===== src/rtl/pwmp_pkg.sv =====
package pwmp_pkg;

  localparam int PRE_W = 4;
  localparam int DIV_W = 17;

  // Control word image of bits 9:0; the packing matches the bus bit positions.
  typedef struct packed {
    logic             byp;
    logic             start;
    logic             mode;
    logic             gate;
    logic             pol;
    logic             en;
    logic [PRE_W-1:0] code;
  } ctrl_t;

  // Divisor for a prescale code; zero marks a reserved code.
  function automatic logic [DIV_W-1:0] pre_divisor(input logic [PRE_W-1:0] code);
    logic [DIV_W-1:0] d;
    case (code)
      4'd0:    d = DIV_W'(120);
      4'd1:    d = DIV_W'(180);
      4'd2:    d = DIV_W'(240);
      4'd3:    d = DIV_W'(360);
      4'd4:    d = DIV_W'(480);
      4'd8:    d = DIV_W'(12000);
      4'd9:    d = DIV_W'(24000);
      4'd10:   d = DIV_W'(36000);
      4'd11:   d = DIV_W'(48000);
      4'd12:   d = DIV_W'(72000);
      4'd15:   d = DIV_W'(1);
      default: d = '0;
    endcase
    return d;
  endfunction

endpackage


===== src/rtl/pwmp_prescaler.sv =====
module pwmp_prescaler #(
  parameter int DIV_W = 17
) (
  input  logic             clk,
  input  logic             rst_n,
  input  logic             run,
  input  logic [DIV_W-1:0] div,
  output logic             tick
);

  logic [DIV_W-1:0] cnt_q, cnt_d;

  always_comb begin
    tick  = run && (cnt_q == div - DIV_W'(1));
    cnt_d = cnt_q;
    if (!run)      cnt_d = '0;
    else if (tick) cnt_d = '0;
    else           cnt_d = cnt_q + DIV_W'(1);
  end

  always_ff @(posedge clk or negedge rst_n) begin
    if (!rst_n) cnt_q <= '0;
    else        cnt_q <= cnt_d;
  end

  // with a divisor above one, two ticks never fall on adjacent edges
  a_r3_tick_gap: assert property (@(posedge clk) disable iff (!rst_n)
    (tick && div > DIV_W'(1) && run) |=> !tick);

endmodule


===== src/rtl/pwmp_counter.sv =====
module pwmp_counter #(
  parameter int CNT_W = 16
) (
  input  logic             clk,
  input  logic             rst_n,
  input  logic             stopped,
  input  logic             tick,
  input  logic             pend,
  input  logic [CNT_W-1:0] pend_total,
  input  logic [CNT_W-1:0] pend_active,
  output logic             wrap,
  output logic             load,
  output logic             phase_act
);

  logic [CNT_W-1:0] cnt_q, cnt_d;
  logic [CNT_W-1:0] tot_q, tot_d;
  logic [CNT_W-1:0] act_q, act_d;

  always_comb begin
    wrap      = !stopped && tick && (cnt_q == tot_q);
    load      = pend && (stopped || wrap);
    phase_act = cnt_q < act_q;
    cnt_d     = cnt_q;
    if (stopped)   cnt_d = '0;
    else if (wrap) cnt_d = '0;
    else if (tick) cnt_d = cnt_q + CNT_W'(1);
    tot_d = load ? pend_total  : tot_q;
    act_d = load ? pend_active : act_q;
  end

  always_ff @(posedge clk or negedge rst_n) begin
    if (!rst_n) begin
      cnt_q <= '0;
      tot_q <= '0;
      act_q <= '0;
    end else begin
      cnt_q <= cnt_d;
      tot_q <= tot_d;
      act_q <= act_d;
    end
  end

  // the phase counter never runs past the live terminal count
  a_r6_cnt_bound: assert property (@(posedge clk) disable iff (!rst_n)
    cnt_q <= tot_q);

endmodule


===== src/rtl/pwm_prescaled.sv =====
module pwm_prescaled
  import pwmp_pkg::*;
#(
  parameter int ADDR_W = 4,
  parameter int CNT_W  = 16
) (
  input  logic              clk,
  input  logic              rst_n,
  input  logic              bus_we,
  input  logic [ADDR_W-1:0] bus_addr,
  input  logic [31:0]       bus_wdata,
  output logic [31:0]       bus_rdata,
  output logic              pwm_out
);

  localparam logic [ADDR_W-1:0] CTRL_OFS = ADDR_W'(0);
  localparam logic [ADDR_W-1:0] PER_OFS  = ADDR_W'(4);
  localparam int CTRL_W   = $bits(ctrl_t);
  localparam int BUSY_BIT = 28;

  logic [1:0] rs_q;
  logic       srst_n;

  always_ff @(posedge clk or negedge rst_n) begin
    if (!rst_n) rs_q <= '0;
    else        rs_q <= {rs_q[0], 1'b1};
  end
  assign srst_n = rs_q[1];

  ctrl_t            ctrl_q, ctrl_d;
  logic [CNT_W-1:0] ptot_q, ptot_d, pact_q, pact_d;
  logic             busy_q, busy_d;

  logic             ctrl_wr, per_wr, running, stopped, tick, wrap, load, phase_act;
  logic [DIV_W-1:0] div;
  ctrl_t            wr_ctrl;

  assign ctrl_wr = bus_we && (bus_addr == CTRL_OFS);
  assign per_wr  = bus_we && (bus_addr == PER_OFS);
  assign wr_ctrl = ctrl_t'(bus_wdata[CTRL_W-1:0]);
  assign div     = pre_divisor(ctrl_q.code);
  assign running = ctrl_q.en && ctrl_q.gate && (div != '0);
  assign stopped = !running || (ctrl_q.mode && !ctrl_q.start);

  always_comb begin
    ctrl_d = ctrl_q;
    if (ctrl_wr) begin
      ctrl_d       = wr_ctrl;
      ctrl_d.start = wr_ctrl.start && wr_ctrl.mode;
    end else if (!running || (wrap && ctrl_q.mode)) begin
      ctrl_d.start = 1'b0;
    end
    ptot_d = per_wr ? bus_wdata[2*CNT_W-1:CNT_W] : ptot_q;
    pact_d = per_wr ? bus_wdata[CNT_W-1:0]       : pact_q;
    busy_d = per_wr ? 1'b1 : (load ? 1'b0 : busy_q);
  end

  always_ff @(posedge clk or negedge srst_n) begin
    if (!srst_n) begin
      ctrl_q <= '0;
      ptot_q <= '0;
      pact_q <= '0;
      busy_q <= 1'b0;
    end else begin
      ctrl_q <= ctrl_d;
      ptot_q <= ptot_d;
      pact_q <= pact_d;
      busy_q <= busy_d;
    end
  end

  pwmp_prescaler #(.DIV_W(DIV_W)) u_pre (
    .clk   (clk),
    .rst_n (srst_n),
    .run   (running),
    .div   (div),
    .tick  (tick)
  );

  pwmp_counter #(.CNT_W(CNT_W)) u_cnt (
    .clk         (clk),
    .rst_n       (srst_n),
    .stopped     (stopped),
    .tick        (tick),
    .pend        (busy_q),
    .pend_total  (ptot_q),
    .pend_active (pact_q),
    .wrap        (wrap),
    .load        (load),
    .phase_act   (phase_act)
  );

  always_comb begin
    bus_rdata = '0;
    if (bus_addr == CTRL_OFS) begin
      bus_rdata[CTRL_W-1:0] = ctrl_q;
      bus_rdata[BUSY_BIT]   = busy_q;
    end else if (bus_addr == PER_OFS) begin
      bus_rdata[2*CNT_W-1:0] = {ptot_q, pact_q};
    end
  end

  always_comb begin
    if (ctrl_q.byp && ctrl_q.en && ctrl_q.gate) pwm_out = clk;
    else if (!stopped && phase_act)             pwm_out = ctrl_q.pol;
    else                                        pwm_out = !ctrl_q.pol;
  end

  // a period write always leaves the update pending
  a_r9_busy_set: assert property (@(posedge clk) disable iff (!srst_n)
    per_wr |=> busy_q);

  // the pending flag drops on the edge that applies the new values
  a_r9_busy_clear: assert property (@(posedge clk) disable iff (!srst_n)
    (load && !per_wr) |=> !busy_q);

  // the end of a single pulse withdraws the start request
  a_r10_pulse_end: assert property (@(posedge clk) disable iff (!srst_n)
    (wrap && ctrl_q.mode && !ctrl_wr) |=> !ctrl_q.start);

  // a stored start request implies single-pulse mode
  a_r12_start_mode: assert property (@(posedge clk) disable iff (!srst_n)
    ctrl_q.start |-> ctrl_q.mode);

endmodule


===== config.mk =====
export PLATFORM = sky130hd
export DESIGN_NAME = pwm_prescaled
export DESIGN_NICKNAME = d
export VERILOG_FILES = /design/src/rtl/pwmp_pkg.sv /design/src/rtl/pwmp_prescaler.sv /design/src/rtl/pwmp_counter.sv /design/src/rtl/pwm_prescaled.sv
export SDC_FILE = /design/constraint.sdc
export NUM_CORES = 1
export LEC_CHECK = 0
export ABC_CLOCK_PERIOD_IN_PS = 3800
export BUFFER_PORTS_ARGS = -buffer_cell sky130_fd_sc_hd__buf_4
export CAP_MARGIN = 30
export CORE_ASPECT_RATIO = 2
export CORE_UTILIZATION = 30
export CTS_CLUSTER_SIZE = 20
export DETAILED_ROUTE_END_ITERATION = 10
export GPL_ROUTABILITY_DRIVEN = 0
export SKIP_CTS_REPAIR_TIMING = 1
export SLEW_MARGIN = 20
export SYNTH_ARGS = -nofsm -noshare
export SYNTH_HDL_FRONTEND = slang
export SYNTH_HIERARCHICAL = 1
export SYNTH_SLANG_ARGS = --single-unit

===== constraint.sdc =====
create_clock -name clk -period 3.8 [get_ports clk]
set_clock_uncertainty 0.15 [all_clocks]
set_input_delay 0 -clock clk [delete_from_list [all_inputs] [get_ports clk]]
set_output_delay 0 -clock clk [all_outputs]
set_load 0.02 [all_outputs]

==> results.py <==
metrics = {
    "status": {
        "violations": "negative setup slack",
        "run_status": "finished, violations left",
    },
    "die": {
        "rows": 79,
        "die_y_um": 219,
        "coreArea_mm2": 0.0232,
        "ios": 72,
        "die_area_mm2": 0.0242,
        "start_util_pct": 30.4,
        "die_x_um": 111,
    },
    "logic_synthesis": {
        "syn_inst": 717,
        "synth.area.mux_share_pct": 8.21,
        "synth_top_family_by_area": "simple AND/OR/NAND/NOR gates",
        "ys_seq_elements": 110,
        "ys_types": 62,
        "synth_xor_area_share_pct": 8.18,
        "synth-simple-area-share_pct": 19.7,
        "synthTopCellsByArea": "dfrtp_1, mux2_4, nor2_1",
        "yosysSeqAreaShare_pct": 38.9,
        "ys.flop_type": "dfrtp_1",
        "syn_area_mm2": 0.00707,
        "synthAdderAreaFrac_pct": 3.72,
        "async_flop_share_pct": 100,
        "syn_area_per_cell_um2": 9.86,
        "synth_area_leader_cell": "dfrtp_1",
        "synth_top_area_share_pct": 38.9,
        "yosys_warnings": 6,
        "synth_compound_area_share_pct": 15.1,
        "synth_edf_count": 0,
    },
    "timing": {
        "fin_ws_ns": -0.332,
        "fmaxAchievable_mhz": 242,
        "min_period_ns": 4.13,
        "tightest_slew_ns": 0.844,
        "fin_crit_sh_pct": 109,
        "hold_viol_final": 0,
        "slew_headroom_pct": 43.5,
        "slew_violations": 0,
        "setup_viol": 50,
        "whs_ns": 0.134,
        "rsz0062_at_grt": "yes",
        "timing.setup.tns_ns": -10.53,
    },
    "power_and_ir_drop": {
        "p_leak_nw": 4.20,
        "netSwitchingPower_mw": 1.83,
        "finalPower_mw": 5.00,
        "p_int_mw": 3.17,
        "switching_share_pct": 36.6,
        "combPwrFrac_pct": 40.4,
        "p_clk_share_pct": 23.2,
        "peakVddDrop_mv": 0.252,
        "power_density_mw_per_mm2": 527,
        "pwr-share-seq_pct": 36.3,
    },
    "cells_and_area": {
        "num_antenna_cells": 0,
        "most-common-layout-cells": "buf_4, dfrtp_1, nor2_1",
        "nNetsFinal": 937,
        "areaGrowthSynthToFinish_pct": 34.2,
        "drive_above_1_share_pct": 30.0,
        "final_common_cell": "buf_4",
        "stdcell_area_mm2": 0.00949,
    },
    "clock_tree": {
        "clkLatencyLatePin_ns": 0.48,
        "cts_tree": "built",
        "path_clk_slew_ns": 0.08,
    },
    "worst_setup_path": {
        "cp.required_ns": 4.00,
        "start_kind": "flop",
        "crit_fanout": 8,
        "crit_arrival_ns": 4.33,
        "cp-end-kind": "flop",
        "path_class": "flop to flop",
    },
    "detailed_routing": {
        "num_vias": 6239,
        "first_pass_iters": 6,
        "drtAntennaViolNets": 0,
        "vias_per_cell": 5.36,
        "drt_first_iter_violations": 342,
        "drcViolationCount": 0,
        "wl_per_cell_um": 18.4,
        "totalWireLength_um": 21500,
    },
    "global_routing": {
        "grt_start_max_net_pins": 45,
        "gr-total-overflow": 0,
        "antenna_found_initial": 0,
        "grt_pass1_wl_um": 33100,
        "grt_pass1_vias": 6154,
        "grt_util_all_layers_pct": 17.6,
    },
    "placed_design": {
        "placed_cell_area_mm2": 0.00836,
        "pre_cts_slack_ns": -0.306,
        "dpl.hpwl_um": 15400,
        "io_buffers": 71,
    },
    "flow_run": {
        "cap_violations": 0,
    },
    "hold_path": {
        "hp-class": "input port to flop",
    },
}
Yosys cell counts, types with 8 or more instances:
cell and number:
a21oi_1 8, a222oi_1 32, a22o_1 11, and2_1 27, buf_6 9, clkbuf_1 35
dfrtp_1 110, ha_1 21, inv_1 45, mux2_2 12, mux2_4 29, nand2_1 22
nand2b_1 10, nand3_1 10, nand4_1 44, nor2_1 90, nor3_1 10, nor4_1 9
o21ai_0 8, o311ai_1 30, xnor2_1 38, xor2_1 28
layer usage:
layer / vias up / wire length (um) / track usage, %
met5: - / 0 / 0
met4: 0 / 1130 / 10.4
met3: 55 / 655 / 2.71
met2: 156 / 12200 / 34.6
met1: 3065 / 7470 / 17.0
li1: 2963 / - / -
logic make-up after synthesis:
group,after synthesis
AOI/OAI and AO/OA,123
xor gates and xnor gates,66
adders and majority gates,21
buffers and inverters,95
DFF,110
muxes,42
other,2
and+or+nand+nor,258
per-stage QoR:
stage	util, %	cells
3_5_place_dp	36.0	1090
2_1_floorplan	-	719
6_report	40.8	1165
5_1_grt	40.8	1165
4_1_cts	37.6	1109
3_3_place_gp	36.0	1090
registers in the layout, indices dropped and copies added, names as in the netlist:
register and cells:
ptot_q 16, u_cnt/tot_q 16, ctrl_q 10, u_cnt/cnt_q 16, u_cnt/act_q 16, busy_q 1, rs_q 2, u_pre/cnt_q 17
pact_q 16
final cells by class:
class | instances | area [um^2]
tap | 283 | 354
clock buffer | 13 | 308
inverter | 45 | 169
sequential | 110 | 2760
timing repair buffer | 193 | 1700
multi-input combinational | 514 | 4120
clock inverter | 7 | 73.8
fill | 2259 | 13700
critical path: stages, from the launching register on:
cell and delay (ns):
dfrtp_2 0.45, inv_2 0.07, ha_4 0.26, nor3_1 0.04, buf_4 0.16, nor4_4 0.37, buf_4 0.20, nand4b_1 0.24
o21ai_2 0.28, nand4b_1 0.19, nor4_4 0.37, nor2b_4 0.22, nand2b_1 0.11, or2_4 0.31, clkbuf_16 0.18, a222oi_1 0.26
o311ai_1 0.16
power by group through the flow:
stage | Combinational, mW | Clock, mW | Sequential (mW)
after floorplan | 1.37 | 0.0116 | 1.68
after global placement | 1.83 | 0.0186 | 1.82
after detailed placement | 1.88 | 0.0186 | 1.83
after CTS | 1.88 | 1.20 | 1.81
after global routing | 2.22 | 1.24 | 1.86
final | 2.02 | 1.16 | 1.82
worst paths after layout:
path	slack (ns)	to	start	cells after the start
min reg2reg	0.20	u_pre/cnt_q[0]	rs_q[1]	0
min in group asynchronous	0.20	u_pre/cnt_q[0]	rs_q[1]	0
max	-0.33	u_cnt/act_q[1]	ctrl_q[0]	16
min	0.13	busy_q	bus_we	4
max in group asynchronous	2.50	pact_q[12]	rs_q[1]	1
max reg2reg	-0.33	u_cnt/act_q[1]	ctrl_q[0]	16
No activity file was read; power rests on OpenSTA's default activity.
